===== src/rtl/aport_pkg.sv =====
package aport_pkg;

    localparam int BUS_W    = 8;
    localparam int ADDR_W   = 2;
    localparam int QA_PINS  = 5;
    localparam int QB_PINS  = 4;
    localparam int SYNC_LEN = 2;

    // positions of the special-function pins on port QA
    localparam int MA_LSB   = 0;
    localparam int TRIG_LSB = 3;

    localparam logic [QA_PINS-1:0] QA_IMPL = 5'b11011;
    localparam logic [QB_PINS-1:0] QB_IMPL = 4'b1111;

    typedef enum logic [ADDR_W-1:0] {
        SEL_QA_DATA = 2'd0,
        SEL_QB_DATA = 2'd1,
        SEL_QA_DIR  = 2'd2,
        SEL_QB_DIR  = 2'd3
    } reg_sel_e;

    typedef struct packed {
        logic       mux_on;
        logic       trig_on;
        logic [1:0] ma;
    } mode_t;

endpackage


===== src/rtl/aport_sync.sv =====
module aport_sync #(
    parameter int W      = 4,
    parameter int STAGES = 2
) (
    input  logic         clk,
    input  logic         rst,
    input  logic [W-1:0] din,
    output logic [W-1:0] dout
);

    logic [W-1:0] stg [STAGES];

    always_ff @(posedge clk) begin
        if (rst) stg[0] <= '0;
        else     stg[0] <= din;
    end

    for (genvar s = 1; s < STAGES; s++) begin : g_stage
        always_ff @(posedge clk) begin
            if (rst) stg[s] <= '0;
            else     stg[s] <= stg[s-1];
        end
    end

    assign dout = stg[STAGES-1];

    if (STAGES == 2) begin : g_chk
        // pad level becomes visible exactly two edges later
        assert_two_edge_R9: assert property (@(posedge clk) disable iff (rst)
            (!$past(rst) && !$past(rst, 2)) |-> (dout == $past(din, 2)));
    end

endmodule


===== src/rtl/aport_bank.sv =====
module aport_bank #(
    parameter int             W    = 4,
    parameter logic [W-1:0]   IMPL = '1
) (
    input  logic         clk,
    input  logic         rst,
    input  logic         dir_we,
    input  logic         data_we,
    input  logic [W-1:0] wdata,
    output logic [W-1:0] dir_q,
    output logic [W-1:0] latch_q
);

    // direction: cleared by reset, unimplemented bits never set
    always_ff @(posedge clk) begin
        if (rst)         dir_q <= '0;
        else if (dir_we) dir_q <= wdata & IMPL;
    end

    // output latch: survives reset, keeps the last written value
    always_ff @(posedge clk) begin
        if (data_we) latch_q <= wdata & IMPL;
    end

    // a gap bit never becomes an output
    assert_gap_dir_R8: assert property (@(posedge clk) disable iff (rst)
        (dir_q & ~IMPL) == '0);

endmodule


===== src/rtl/aport_override.sv =====
module aport_override
    import aport_pkg::*;
#(
    parameter int             W    = QA_PINS,
    parameter logic [W-1:0]   IMPL = QA_IMPL
) (
    input  mode_t        mode,
    input  logic [W-1:0] dir_q,
    input  logic [W-1:0] latch_q,
    input  logic [W-1:0] pad_sync,
    output logic [W-1:0] oe,
    output logic [W-1:0] pout,
    output logic [W-1:0] view,
    output logic [1:0]   trig
);

    logic [W-1:0] oe_raw, pout_raw, view_raw;

    always_comb begin
        oe_raw   = dir_q;
        pout_raw = latch_q;
        view_raw = (dir_q & latch_q) | (~dir_q & pad_sync);
        if (mode.mux_on) begin
            oe_raw[MA_LSB +: 2]   = 2'b11;
            pout_raw[MA_LSB +: 2] = mode.ma;
            view_raw[MA_LSB +: 2] = mode.ma;
        end
        if (mode.trig_on) begin
            oe_raw[TRIG_LSB +: 2]   = 2'b00;
            view_raw[TRIG_LSB +: 2] = pad_sync[TRIG_LSB +: 2];
        end
        oe   = oe_raw & IMPL;
        pout = pout_raw & IMPL;
        view = view_raw & IMPL;
        trig = mode.trig_on ? pad_sync[TRIG_LSB +: 2] : 2'b00;
    end

endmodule


===== src/rtl/aport_ctrl.sv =====
module aport_ctrl
    import aport_pkg::*;
#(
    parameter int QA_W = QA_PINS,
    parameter int QB_W = QB_PINS,
    parameter int DW   = BUS_W,
    parameter int SYNC = SYNC_LEN
) (
    input  logic              clk,
    input  logic              rst,
    input  logic              bus_we,
    input  logic [ADDR_W-1:0] bus_addr,
    input  logic [DW-1:0]     bus_wdata,
    output logic [DW-1:0]     bus_rdata,
    input  logic              mux_mode,
    input  logic [1:0]        ma_addr,
    input  logic              trig_mode,
    input  logic [QA_W-1:0]   qa_pad_in,
    output logic [QA_W-1:0]   qa_pad_oe,
    output logic [QA_W-1:0]   qa_pad_out,
    input  logic [QB_W-1:0]   qb_pad_in,
    output logic [QB_W-1:0]   qb_pad_oe,
    output logic [QB_W-1:0]   qb_pad_out,
    output logic [1:0]        trig_out
);

    localparam logic [QA_W-1:0] QA_MASK = QA_W'(QA_IMPL);
    localparam logic [QB_W-1:0] QB_MASK = QB_W'(QB_IMPL);

    reg_sel_e        sel;
    mode_t           mode_q;
    logic [QA_W-1:0] qa_sync, qa_dir, qa_latch, qa_view;
    logic [QB_W-1:0] qb_sync, qb_dir, qb_latch, qb_view;

    assign sel = reg_sel_e'(bus_addr);

    // mode inputs take effect one clock after they are sampled
    always_ff @(posedge clk) begin
        if (rst) mode_q <= '0;
        else     mode_q <= '{mux_on: mux_mode, trig_on: trig_mode, ma: ma_addr};
    end

    aport_sync #(.W(QA_W), .STAGES(SYNC)) i_qa_sync (
        .clk(clk), .rst(rst), .din(qa_pad_in), .dout(qa_sync));

    aport_sync #(.W(QB_W), .STAGES(SYNC)) i_qb_sync (
        .clk(clk), .rst(rst), .din(qb_pad_in), .dout(qb_sync));

    aport_bank #(.W(QA_W), .IMPL(QA_MASK)) i_qa_bank (
        .clk(clk), .rst(rst),
        .dir_we (bus_we && sel == SEL_QA_DIR),
        .data_we(bus_we && sel == SEL_QA_DATA),
        .wdata  (bus_wdata[QA_W-1:0]),
        .dir_q  (qa_dir), .latch_q(qa_latch));

    aport_bank #(.W(QB_W), .IMPL(QB_MASK)) i_qb_bank (
        .clk(clk), .rst(rst),
        .dir_we (bus_we && sel == SEL_QB_DIR),
        .data_we(bus_we && sel == SEL_QB_DATA),
        .wdata  (bus_wdata[QB_W-1:0]),
        .dir_q  (qb_dir), .latch_q(qb_latch));

    aport_override #(.W(QA_W), .IMPL(QA_MASK)) i_qa_ovr (
        .mode(mode_q), .dir_q(qa_dir), .latch_q(qa_latch), .pad_sync(qa_sync),
        .oe(qa_pad_oe), .pout(qa_pad_out), .view(qa_view), .trig(trig_out));

    // port QB has no special functions
    assign qb_pad_oe  = qb_dir;
    assign qb_pad_out = qb_latch;
    assign qb_view    = ((qb_dir & qb_latch) | (~qb_dir & qb_sync)) & QB_MASK;

    always_comb begin
        unique case (sel)
            SEL_QA_DATA: bus_rdata = DW'(qa_view);
            SEL_QB_DATA: bus_rdata = DW'(qb_view);
            SEL_QA_DIR:  bus_rdata = DW'(qa_dir);
            SEL_QB_DIR:  bus_rdata = DW'(qb_dir);
            default:     bus_rdata = '0;
        endcase
    end

    // all pads start as inputs, no trigger activity
    assert_reset_inputs_R2: assert property (@(posedge clk) disable iff (rst)
        $past(rst) |-> (qa_pad_oe == '0 && qb_pad_oe == '0 && trig_out == 2'b00));

    // multiplexer pins forced to outputs carrying the sampled address
    assert_mux_drive_R3: assert property (@(posedge clk) disable iff (rst)
        ($past(mux_mode) && !$past(rst)) |->
        (qa_pad_oe[MA_LSB +: 2] == 2'b11 && qa_pad_out[MA_LSB +: 2] == $past(ma_addr)));

    // trigger pins forced to inputs and fed from the synchronizer
    assert_trig_input_R5: assert property (@(posedge clk) disable iff (rst)
        ($past(trig_mode) && !$past(rst)) |->
        (qa_pad_oe[TRIG_LSB +: 2] == 2'b00 && trig_out == qa_sync[TRIG_LSB +: 2]));

    // with both modes off the stored direction bits rule the pads
    assert_dir_restored_R10: assert property (@(posedge clk) disable iff (rst)
        (!$past(mux_mode) && !$past(trig_mode) && !$past(rst)) |->
        (qa_pad_oe == qa_dir && trig_out == 2'b00));

    // unimplemented QA bits never read back as set
    assert_gap_read_R8: assert property (@(posedge clk) disable iff (rst)
        (sel == SEL_QA_DATA) |-> ((bus_rdata & ~DW'(QA_MASK)) == '0));

endmodule


===== config.mk =====
export PLATFORM = sky130hd
export DESIGN_NAME = aport_ctrl
export DESIGN_NICKNAME = d
export VERILOG_FILES = /design/src/rtl/aport_pkg.sv /design/src/rtl/aport_sync.sv /design/src/rtl/aport_bank.sv /design/src/rtl/aport_override.sv /design/src/rtl/aport_ctrl.sv
export SDC_FILE = /design/constraint.sdc
export NUM_CORES = 1
export LEC_CHECK = 0
export BUFFER_PORTS_ARGS = -buffer_cell sky130_fd_sc_hd__buf_2
export CAP_MARGIN = 20
export CORE_MARGIN = 2
export CORE_UTILIZATION = 50
export CTS_CLUSTER_DIAMETER = 100
export DETAILED_ROUTE_END_ITERATION = 8
export PLACE_DENSITY = 0.91
export SYNTH_ARGS = -nofsm -noshare
export SYNTH_HDL_FRONTEND = slang
export SYNTH_SLANG_ARGS = --single-unit

===== constraint.sdc =====
create_clock -name clk -period 2 [get_ports clk]
set_input_delay 0.1 -clock clk [delete_from_list [all_inputs] [get_ports clk]]
set_output_delay 0.1 -clock clk [all_outputs]
set_load 0.005 [all_outputs]

==> metrics, run 1 <==
GR Layer Usage met1 22.3%; final clock period utilization by the worst path 79.1%; vias in the first global route 1,059; Final Hold Fails 0; layout cell share with drive strength beyond 1 29.3%; number of DRC violations after detailed-routing iteration 0 37; number of storage elements in the synthesis netlist 36; top cells by area, synth sky130_fd_sc_hd__dfxtp_1 (39%), sky130_fd_sc_hd__edfxtp_1 (17%), sky130_fd_sc_hd__nor2b_1 (12%); maximum number of pins on one net before global-route repair 29; clock skew 0.0125 ns; Critical Path Sink Type output pin; Worst-path clk slew 0.09 ns; cell type with the largest total area after synthesis sky130_fd_sc_hd__dfxtp_1; cell area after synthesis 1440 um2; die height 57.7 um; number of buffers created by CTS 5; first-pass GRT wire length 4.78 mm; area of the die 3330 um2; count of boundary I/O pins 54; number of cells traversed by the worst register-to-register path 2; clock network latency to the later pin of the worst-skew pair 0.34 ns; horizontal die dimension 57.7 um; total wirelength of the detailed-routed design 3.04 mm; total of endpoints with negative setup slack in the final report 0; initial core utilization 52.3%; worst reg2reg endpoint i_qb_bank.dir_q[3]$_SDFFE_PP0P_; antenna violation net count after detailed routing 0; Static Leakage 0.843 nW; total negative slack 0 ns; capture point of the worst path bus_rdata[1]; type of element launching the critical path register; number of instances in the synthesized netlist 132; highest net fanout along the worst path 5; buffer depth of the longest clock path 2; CTS root buf sky130_fd_sc_hd__clkbuf_4; I/O Buffers 44; Final GP Congestion 0.805; top-area cell type share of the netlist area 38.9%; unrepaired setup endpoints after global routing false; via count of the routed design 1,131; number of remaining DRC errors 0; Cell variety after synth 27; CTS H-tree lvls 2; clock tree from TritonCTS done; areal power density over the cells 707 nW/um2; clk sinks 36; Area growth syn-to-layout 27.6%; antenna violations before repair 0; met2 track utilization from global routing 33.4%; layer carrying the most global-route usage met2; reg2reg setup slack 1.31 ns; via/cell ratio 5.09; cts-stage hold buffer count 16; final HPWL from detailed placement 2.09 mm; num rows 19; HP Class in2reg; beginning of the worst register-to-register path i_qb_bank.dir_q[3]$_SDFFE_PP0P_; run status finished, final reports clean; total setup buffers inserted after CTS 0; ant diodes 0; post-detailed-placement cell area 1630 um2; mean routed wirelength per cell 13.7 um; headroom to the max-slew limit 51.5%; Setup crit start i_qa_bank.dir_q[1]$_SDFFE_PP0P_; highest attainable clock frequency 632 MHz; minimum period implied by the final worst setup slack 1.58 ns; Yosys warning total 0; mean instance size in the synthesized netlist 10.9 um2; total gr overflow 0; count of pins over their slew limit 0; Slew @ Worst Pin 0.726 ns; GRT Overall Usage 19.7%; nets 216; sequential fraction of the synthesis area 55.6%; peak ir drop on the vdd network 0.607 mV; met3 Use GR 6.92%; count of instances resized after the clock tree is built 0; required time of the critical path 1.90 ns; final instance area 1840 um2; class of the most critical setup path reg2out; Initial DRT Pass Iterations 4; core outline area 2760 um2; arrival time reported for the critical path endpoint 1.48 ns; Max-Cap Viols 0
## registers in the layout, indices dropped and copies added (netlist names)
register,count
i_qb_sync.stg,8
i_qa_bank.latch_q,4
i_qb_bank.dir_q,4
mode_q,4
i_qb_bank.latch_q,4
i_qa_bank.dir_q,4
i_qa_sync.stg,8
## synth_stat cells, drive strengths merged
library cell	count
a2111oi	2
nor2b	28
nand2b	1
o21a	2
o21ai	7
mux2i	8
buf	13
nand3	1
mux2	2
nand3b	2
nor2	9
or3b	1
nor3b	6
dfxtp	28
and2	3
edfxtp	8
o41ai	2
a31oi	1
o311a	1
a21oi	2
inv	2
conb	1
or2	2
## metal layers
metal,routed length [um],vias up
met5,0,-
met3,160,9
li1,-,553
met2,1570,38
met1,1240,531
met4,70,0
## critical path: stages (launching register included)
cell                        delay, ns
sky130_fd_sc_hd__dfxtp_1         0.40
sky130_fd_sc_hd__nor2b_1         0.06
sky130_fd_sc_hd__a2111oi_0       0.41
sky130_fd_sc_hd__o41ai_1         0.14
sky130_fd_sc_hd__buf_2           0.14
## placed cells by master, fill, tap and decap left out, drive strengths merged, types with 3 or more instances in the layout
cell and n:
buf 44, nor2b 28, dfxtp 28, dlygate4sd3 16, nor2 9, mux2i 8, edfxtp 8, o21ai 7
clkbuf 7, nor3b 6, conb 5, and2 3
## cells by family after synthesis
kind of cell	synth area share [%]
multiplexers	7.12
buffers and inverters	6.51
other	0.260
AO/OA/AOI/OAI	7.73
flip-flops	55.6
AND/OR/NAND/NOR	22.8
## metrics by stage
step / worst slack [ns] / power, mW / hold WS (ns) / utilization (%) / cells
3_3_place_gp: 0.681 / 0.929 / 0.293 / 59.1 / 198
5_1_grt: 0.178 / 1.37 / 0.0130 / 66.7 / 222
3_5_place_dp: 0.611 / 0.937 / 0.299 / 59.1 / 198
6_report: 0.418 / 1.30 / 0.0119 / 66.7 / 222
2_1_floorplan: 0.907 / 0.889 / 0.199 / - / 136
4_1_cts: 0.419 / 1.31 / 0.00755 / 66.7 / 222
## how the worst min path moves through the flow
stage | start | endpoint | slack [ns] | cells past startpoint
after global routing | mux_mode | mode_q[3]$_SDFF_PP0_ | 0.01 | 2
after CTS | mux_mode | mode_q[3]$_SDFF_PP0_ | 0.008 | 2
final | mux_mode | mode_q[3]$_SDFF_PP0_ | 0.01 | 2
after detailed placement | bus_wdata[2] | i_qb_bank.latch_q[2]$_DFFE_PP_ | 0.30 | 1
after floorplan | bus_wdata[0] | i_qa_bank.latch_q[0]$_DFFE_PP_ | 0.20 | 0
after global placement | bus_wdata[4] | i_qa_bank.latch_q[4]$_DFFE_PP_ | 0.29 | 1
## final cells by class
type / instances / area (um2)
clock buffers: 7 / 45.0
clock inverters: 1 / 5.00
fillers: 208 / 918
inverters: 2 / 7.51
multi-input cells: 85 / 562
flip-flops and latches: 36 / 801
well taps: 31 / 38.8
repair buffers: 60 / 380
## power breakdown
part	switching, mW	total [mW]	internal (mW)
sequential	0.0180	0.793	0.775
combinational	0.0676	0.152	0.0846
clock	0.219	0.355	0.137
Power figures use the tool's default switching activity.
==> run 2, diff against run 1 <==
- CORE_UTILIZATION: 50 -> 43
- PLACE_DENSITY: 0.91 -> 0.84
- clock period: 2 -> 1.3 ns (I/O delays scaled with it)
==> run 2 against run 1 <==
  * The flow now finishes with violations (setup timing)
  * Clock power up 88%
  * Hold slack better by 0.15 ns
  * First-iteration DRC count down 43%
  * Non-clock buffer count rose by 9
  * Setup slack got worse by 0.54 ns
  * Design area increased by 10%
==> metrics, run 2 (same netlist as run 1, synthesis figures left out) <==
clock skew 0.00778 ns (-0.00473 ns); run status complete, but fails checks; clk sinks 36 (unchanged); Area growth syn-to-layout 41.0%; Final GP Congestion 0.748 (-7.1%); final standard cell utilization of the core 61.9% (-4.8 points); most used cells in the layout excluding fill and tap cells sky130_fd_sc_hd__buf_2 (42), sky130_fd_sc_hd__nor2b_1 (28), sky130_fd_sc_hd__dfxtp_1 (21); total gr overflow 0 (unchanged); GR Layer Usage met1 17.7% (-4.6 points); clock tree from TritonCTS done; Final Hold Fails 0 (unchanged); peak ir drop on the vdd network 0.839 mV (+38%); Critical Path Sink Type output pin; areal power density over the cells 1060 nW/um2 (+50%); highest attainable clock frequency 704 MHz; count of pins over their slew limit 0 (unchanged); Max-Cap Viols 0 (unchanged); highest net fanout along the worst path 5 (unchanged); maximum number of pins on one net before global-route repair 29 (unchanged); layout cell share with drive strength beyond 1 39.5% (+10 points); unrepaired setup endpoints after global routing true; num rows 21 (+2); CTS H-tree lvls 2 (unchanged); fillcell total 262 (+26%); via count of the routed design 1,111 (-1.8%); violations in the final reports setup timing; antenna violations before repair 0 (unchanged); mean routed wirelength per cell 11.9 um (-13%); number of non-filler instances in the completed layout 246 (+11%); core outline area 3280 um2 (+19%); number of buffers created by CTS 5 (unchanged); die height 61.9 um (+7.3%); DP Worst Slack 0.154 ns (-0.457 ns); count of placed standard cells including taps 217 (+9.6%); CTS root buf sky130_fd_sc_hd__clkbuf_4; arrival time reported for the critical path endpoint 1.35 ns (-0.13 ns); total of endpoints with negative setup slack in the final report 5 (+5); post-detailed-placement cell area 1680 um2 (+3.0%); final clock period utilization by the worst path 109%; nets 225 (+4.2%); via/cell ratio 4.52 (-11%); first-pass GRT wire length 4.24 mm (-11%); largest registers i_qa_sync.stg (8), i_qb_sync.stg (8); final HPWL from detailed placement 1.80 mm (-14%); slack of the critical path -0.120 ns (-0.538 ns); clock network latency to the later pin of the worst-skew pair 0.33 ns (about the same); most frequent standard cell in the layout excluding fill and tap cells sky130_fd_sc_hd__buf_2; buffer depth of the longest clock path 2 (unchanged); GRT Overall Usage 15.9% (-3.8 points); total wirelength of the detailed-routed design 2.94 mm (-3.5%); met3 Use GR 6.63% (-0.29 points); required time of the critical path 1.24 ns (-0.66 ns); Worst-path clk slew 0.10 ns (about the same); ant diodes 0 (unchanged); Static Leakage 0.927 nW (+9.9%); layer carrying the most global-route usage met2; Initial DRT Pass Iterations 4 (unchanged); minimum period implied by the final worst setup slack 1.42 ns; met2 track utilization from global routing 27.4% (-6.1 points); HP Class in2reg; type of element launching the critical path register; initial core utilization 43.9% (-8.4 points); antenna violation net count after detailed routing 0 (unchanged); final instance area 2030 um2 (+10%); tightest hold margin 0.165 ns (+0.153 ns); I/O Buffers 44 (unchanged); area of the die 3830 um2 (+15%); count of boundary I/O pins 54 (unchanged); vias in the first global route 981 (-7.4%); horizontal die dimension 61.9 um (+7.3%); class of the most critical setup path reg2out; number of remaining DRC errors 0 (unchanged); number of DRC violations after detailed-routing iteration 0 21 (-43%)
-- run 2: per-layer routing --
metal | routed length (um) | vias up
met3 | 177 | 2
met4 | 16 | 0
met1 | 1280 | 502
met5 | 0 | -
li1 | - | 571
met2 | 1460 | 36
-- run 2: area by class of cell --
| type | count | area [um2] | share of cell area, % |
|---|---|---|---|
| inverter | 2 | 7.51 | 0.369 |
| clock buffer | 7 | 66.3 | 3.26 |
| multi-input combinational | 85 | 608 | 29.9 |
| tap | 46 | 57.6 | 2.83 |
| clock inverter | 1 | 5.00 | 0.246 |
| sequential | 36 | 817 | 40.2 |
| timing repair buffer | 69 | 470 | 23.2 |
-- run 2: what timing repair did --
item	4_1_cts	5_1_grt
gates cloned	0	0
buffers inserted	3	1
pin swaps	7	1
hold endpoints to repair	22	0
hold buffers	17	0
endpoints found under the setup margin	7	8
gates resized for setup	19	8
-- run 2: through the flow --
stage | power (mW) | setup TNS, ns
2_1_floorplan | 1.37 | 0
3_3_place_gp | 1.44 | 0
3_5_place_dp | 1.44 | 0
4_1_cts | 2.17 | -0.432
5_1_grt | 2.28 | -0.821
6_report | 2.16 | -0.343
-- run 2: worst paths after layout --
kind | depth (start not counted) | slack, ns | startpoint | to
setup / recovery | 4 | -0.12 | i_qa_bank.dir_q[0]$_SDFFE_PP0P_ | bus_rdata[0]
hold / removal | 2 | 0.16 | rst | i_qa_bank.dir_q[1]$_SDFFE_PP0P_
setup reg to reg | 3 | 0.55 | i_qb_bank.dir_q[2]$_SDFFE_PP0P_ | i_qb_bank.dir_q[2]$_SDFFE_PP0P_
hold reg to reg | 1 | 0.44 | i_qa_sync.stg[0][1]$_SDFF_PP0_ | i_qa_sync.stg[1][1]$_SDFF_PP0_
-- run 2: power by group --
group          switching [mW]  total (mW)  internal (mW)
Combinational           0.113       0.274          0.160
Sequential             0.0283        1.22           1.19
Clock                   0.344       0.669          0.326
Total                   0.485        2.16           1.68
-- run 2: worst max-delay path: stages (launching register included) --
cell and delay [ns]:
sky130_fd_sc_hd__dfxtp_4 0.38, sky130_fd_sc_hd__nor2b_1 0.05, sky130_fd_sc_hd__a2111oi_2 0.37, sky130_fd_sc_hd__o41ai_2 0.10, sky130_fd_sc_hd__buf_2 0.14
==> run 3, diff against run 2 <==
- CORE_UTILIZATION: 43 -> 50
- PLACE_DENSITY: 0.84 -> 0.91
- clock period: 1.3 -> 1.65 ns (I/O delays scaled with it)
==> run 3 against run 2 <==
  * The flow now finishes without violations
  * Core utilization up 7.8 points
  * Global-route usage rose by 3.1 points
  * Critical endpoint is now bus_rdata[1]
  * Sequential power fell by 21%
  * Sequential share of layout area up 1.7 points
  * First-iteration DRC count increased by 4.8%
  * Setup slack gained 0.22 ns
  * Routed wire length decreased by 1.3%
  * Clock power shrank 9.6%
  * Register-to-register slack improved by 0.42 ns
  * Flip-flop and latch count is the same
  * Combinational power shrank 30%
  * Hold slack gained 0.0037 ns
==> metrics, run 3 (same netlist as run 1, synthesis figures left out) <==
run status finished, final reports clean; antenna violation net count after detailed routing 0 (unchanged); number of non-filler instances in the completed layout 226 (-8.1%); power after layout 1.76 mW (-19%); worst reg2reg endpoint i_qa_bank.dir_q[0]$_SDFFE_PP0P_; antenna violations before repair 0 (unchanged); layer carrying the most global-route usage met2; via count of the routed design 1,148 (+3.3%); number of buffers created by CTS 5 (unchanged); clock network latency to the later pin of the worst-skew pair 0.34 ns (about the same); Setup crit start i_qa_bank.latch_q[1]$_DFFE_PP_; HP Class in2reg; ant diodes 0 (unchanged); mean routed wirelength per cell 12.8 um (+7.4%); final instance area 1920 um2 (-5.5%); Final GP Congestion 0.815 (+8.9%); die height 57.7 um (-6.8%); horizontal die dimension 57.7 um (-6.8%); number of remaining DRC errors 0 (unchanged); first-pass GRT wire length 4.67 mm (+10%); most used cells in the layout excluding fill and tap cells sky130_fd_sc_hd__buf_2 (44), sky130_fd_sc_hd__nor2b_1 (28), sky130_fd_sc_hd__dfxtp_1 (25); buffer depth of the longest clock path 2 (unchanged); area of the die 3330 um2 (-13%); total negative slack 0 ns (+0.343 ns); reg2reg setup slack 0.97 ns (+0.42 ns); core outline area 2760 um2 (-16%); terminating pin of the worst hold path i_qb_bank.dir_q[3]$_SDFFE_PP0P_; total of endpoints with negative setup slack in the final report 0 (-5); Area growth syn-to-layout 33.2%; count of boundary I/O pins 54 (unchanged); GRT Overall Usage 19.0% (+3.1 points); Initial DRT Pass Iterations 4 (unchanged); Worst-path clk slew 0.11 ns (about the same); post-detailed-placement cell area 1650 um2 (-1.6%); tightest hold margin 0.168 ns (+0.00368 ns); clk sinks 36 (unchanged); number of DRC violations after detailed-routing iteration 0 22 (+4.8%); clock tree from TritonCTS done; Max-Cap Viols 0 (unchanged); nets 220 (-2.2%); unrepaired setup endpoints after global routing false; met3 Use GR 7.59% (+0.96 points); Critical Path Sink Type output pin; class of the most critical setup path reg2out; most frequent standard cell in the layout excluding fill and tap cells sky130_fd_sc_hd__buf_2; CTS H-tree lvls 2 (unchanged); CTS root buf sky130_fd_sc_hd__clkbuf_4; final HPWL from detailed placement 1.95 mm (+8.8%); arrival time reported for the critical path endpoint 1.47 ns (+0.12 ns); Final Hold Fails 0 (unchanged); I/O Buffers 44 (unchanged); layout cell share with drive strength beyond 1 33.8% (-5.7 points); peak ir drop on the vdd network 0.945 mV (+13%); type of element launching the critical path register; required time of the critical path 1.57 ns (+0.33 ns); largest registers i_qa_sync.stg (8), i_qb_sync.stg (8); highest attainable clock frequency 646 MHz; beginning of the worst register-to-register path i_qa_bank.dir_q[0]$_SDFFE_PP0P_; vias in the first global route 1,075 (+9.6%); maximum number of pins on one net before global-route repair 29 (unchanged); count of placed standard cells including taps 201 (-7.4%); DP Worst Slack 0.411 ns (+0.257 ns); total gr overflow 0 (unchanged); met2 track utilization from global routing 32.0% (+4.6 points); minimum period implied by the final worst setup slack 1.55 ns; number of cells traversed by the worst register-to-register path 2 (-1); final standard cell utilization of the core 69.6% (+7.8 points); hold path startpoint rst; count of pins over their slew limit 0 (unchanged); final clock period utilization by the worst path 93.9%; Static Leakage 0.883 nW (-4.7%); total wirelength of the detailed-routed design 2.90 mm (-1.3%); areal power density over the cells 917 nW/um2 (-14%); slack of the critical path 0.101 ns (+0.221 ns); via/cell ratio 5.08 (+12%); fillcell total 190 (-27%); cell depth of the worst hold path 2 (unchanged); num rows 19 (-9.5%); initial core utilization 52.3% (+8.4 points); highest net fanout along the worst path 2 (-3); total setup buffers inserted after CTS 0 (-3); clock skew 0.0116 ns (+0.00379 ns); GR Layer Usage met1 21.1% (+3.5 points)
-- run 3: critical path: stages (launching register included) --
cell and delay, ns:
sky130_fd_sc_hd__edfxtp_1 0.41, sky130_fd_sc_hd__a2111oi_1 0.43, sky130_fd_sc_hd__o41ai_1 0.14, sky130_fd_sc_hd__buf_2 0.14
-- run 3: report_power, final --
part	internal (mW)	switching, mW
sequential	0.941	0.0220
combinational	0.110	0.0828
clock	0.316	0.290
-- run 3: layout make-up --
cell class	instances	area (um2)	share of cell area, %
clock inverter	3	42.5	2.21
inverter	2	7.51	0.391
sequential	36	805	41.9
multi-input combinational	85	577	30.0
tap	31	38.8	2.02
clock buffer	5	37.5	1.95
timing repair buffer	64	413	21.5
-- run 3: worst max path at each step --
stage / endpoint / slack (ns) / cells after the start
CTS: bus_rdata[1] / 0.007 / 4
finish: bus_rdata[1] / 0.10 / 3
detailed placement: bus_rdata[1] / 0.41 / 4
global placement: i_qb_bank.latch_q[2]$_DFFE_PP_ / 0.50 / 4
global route: bus_rdata[1] / 0.01 / 3
floorplan: i_qb_bank.latch_q[0]$_DFFE_PP_ / 0.57 / 3
-- run 3: repair_timing --
item | CTS | global route
endpoints found under the setup margin | 0 | 2
endpoints found under the hold margin | 22 | 0
hold buffers | 17 | 0
resized for setup | 0 | 7
-- run 3: metal layers --
layer  up-vias  part of all wire [%]
met1       533                    39
li1        560                     -
met3         6                   6.8
met5         -                     0
met2        49                    52
met4         0                   1.8
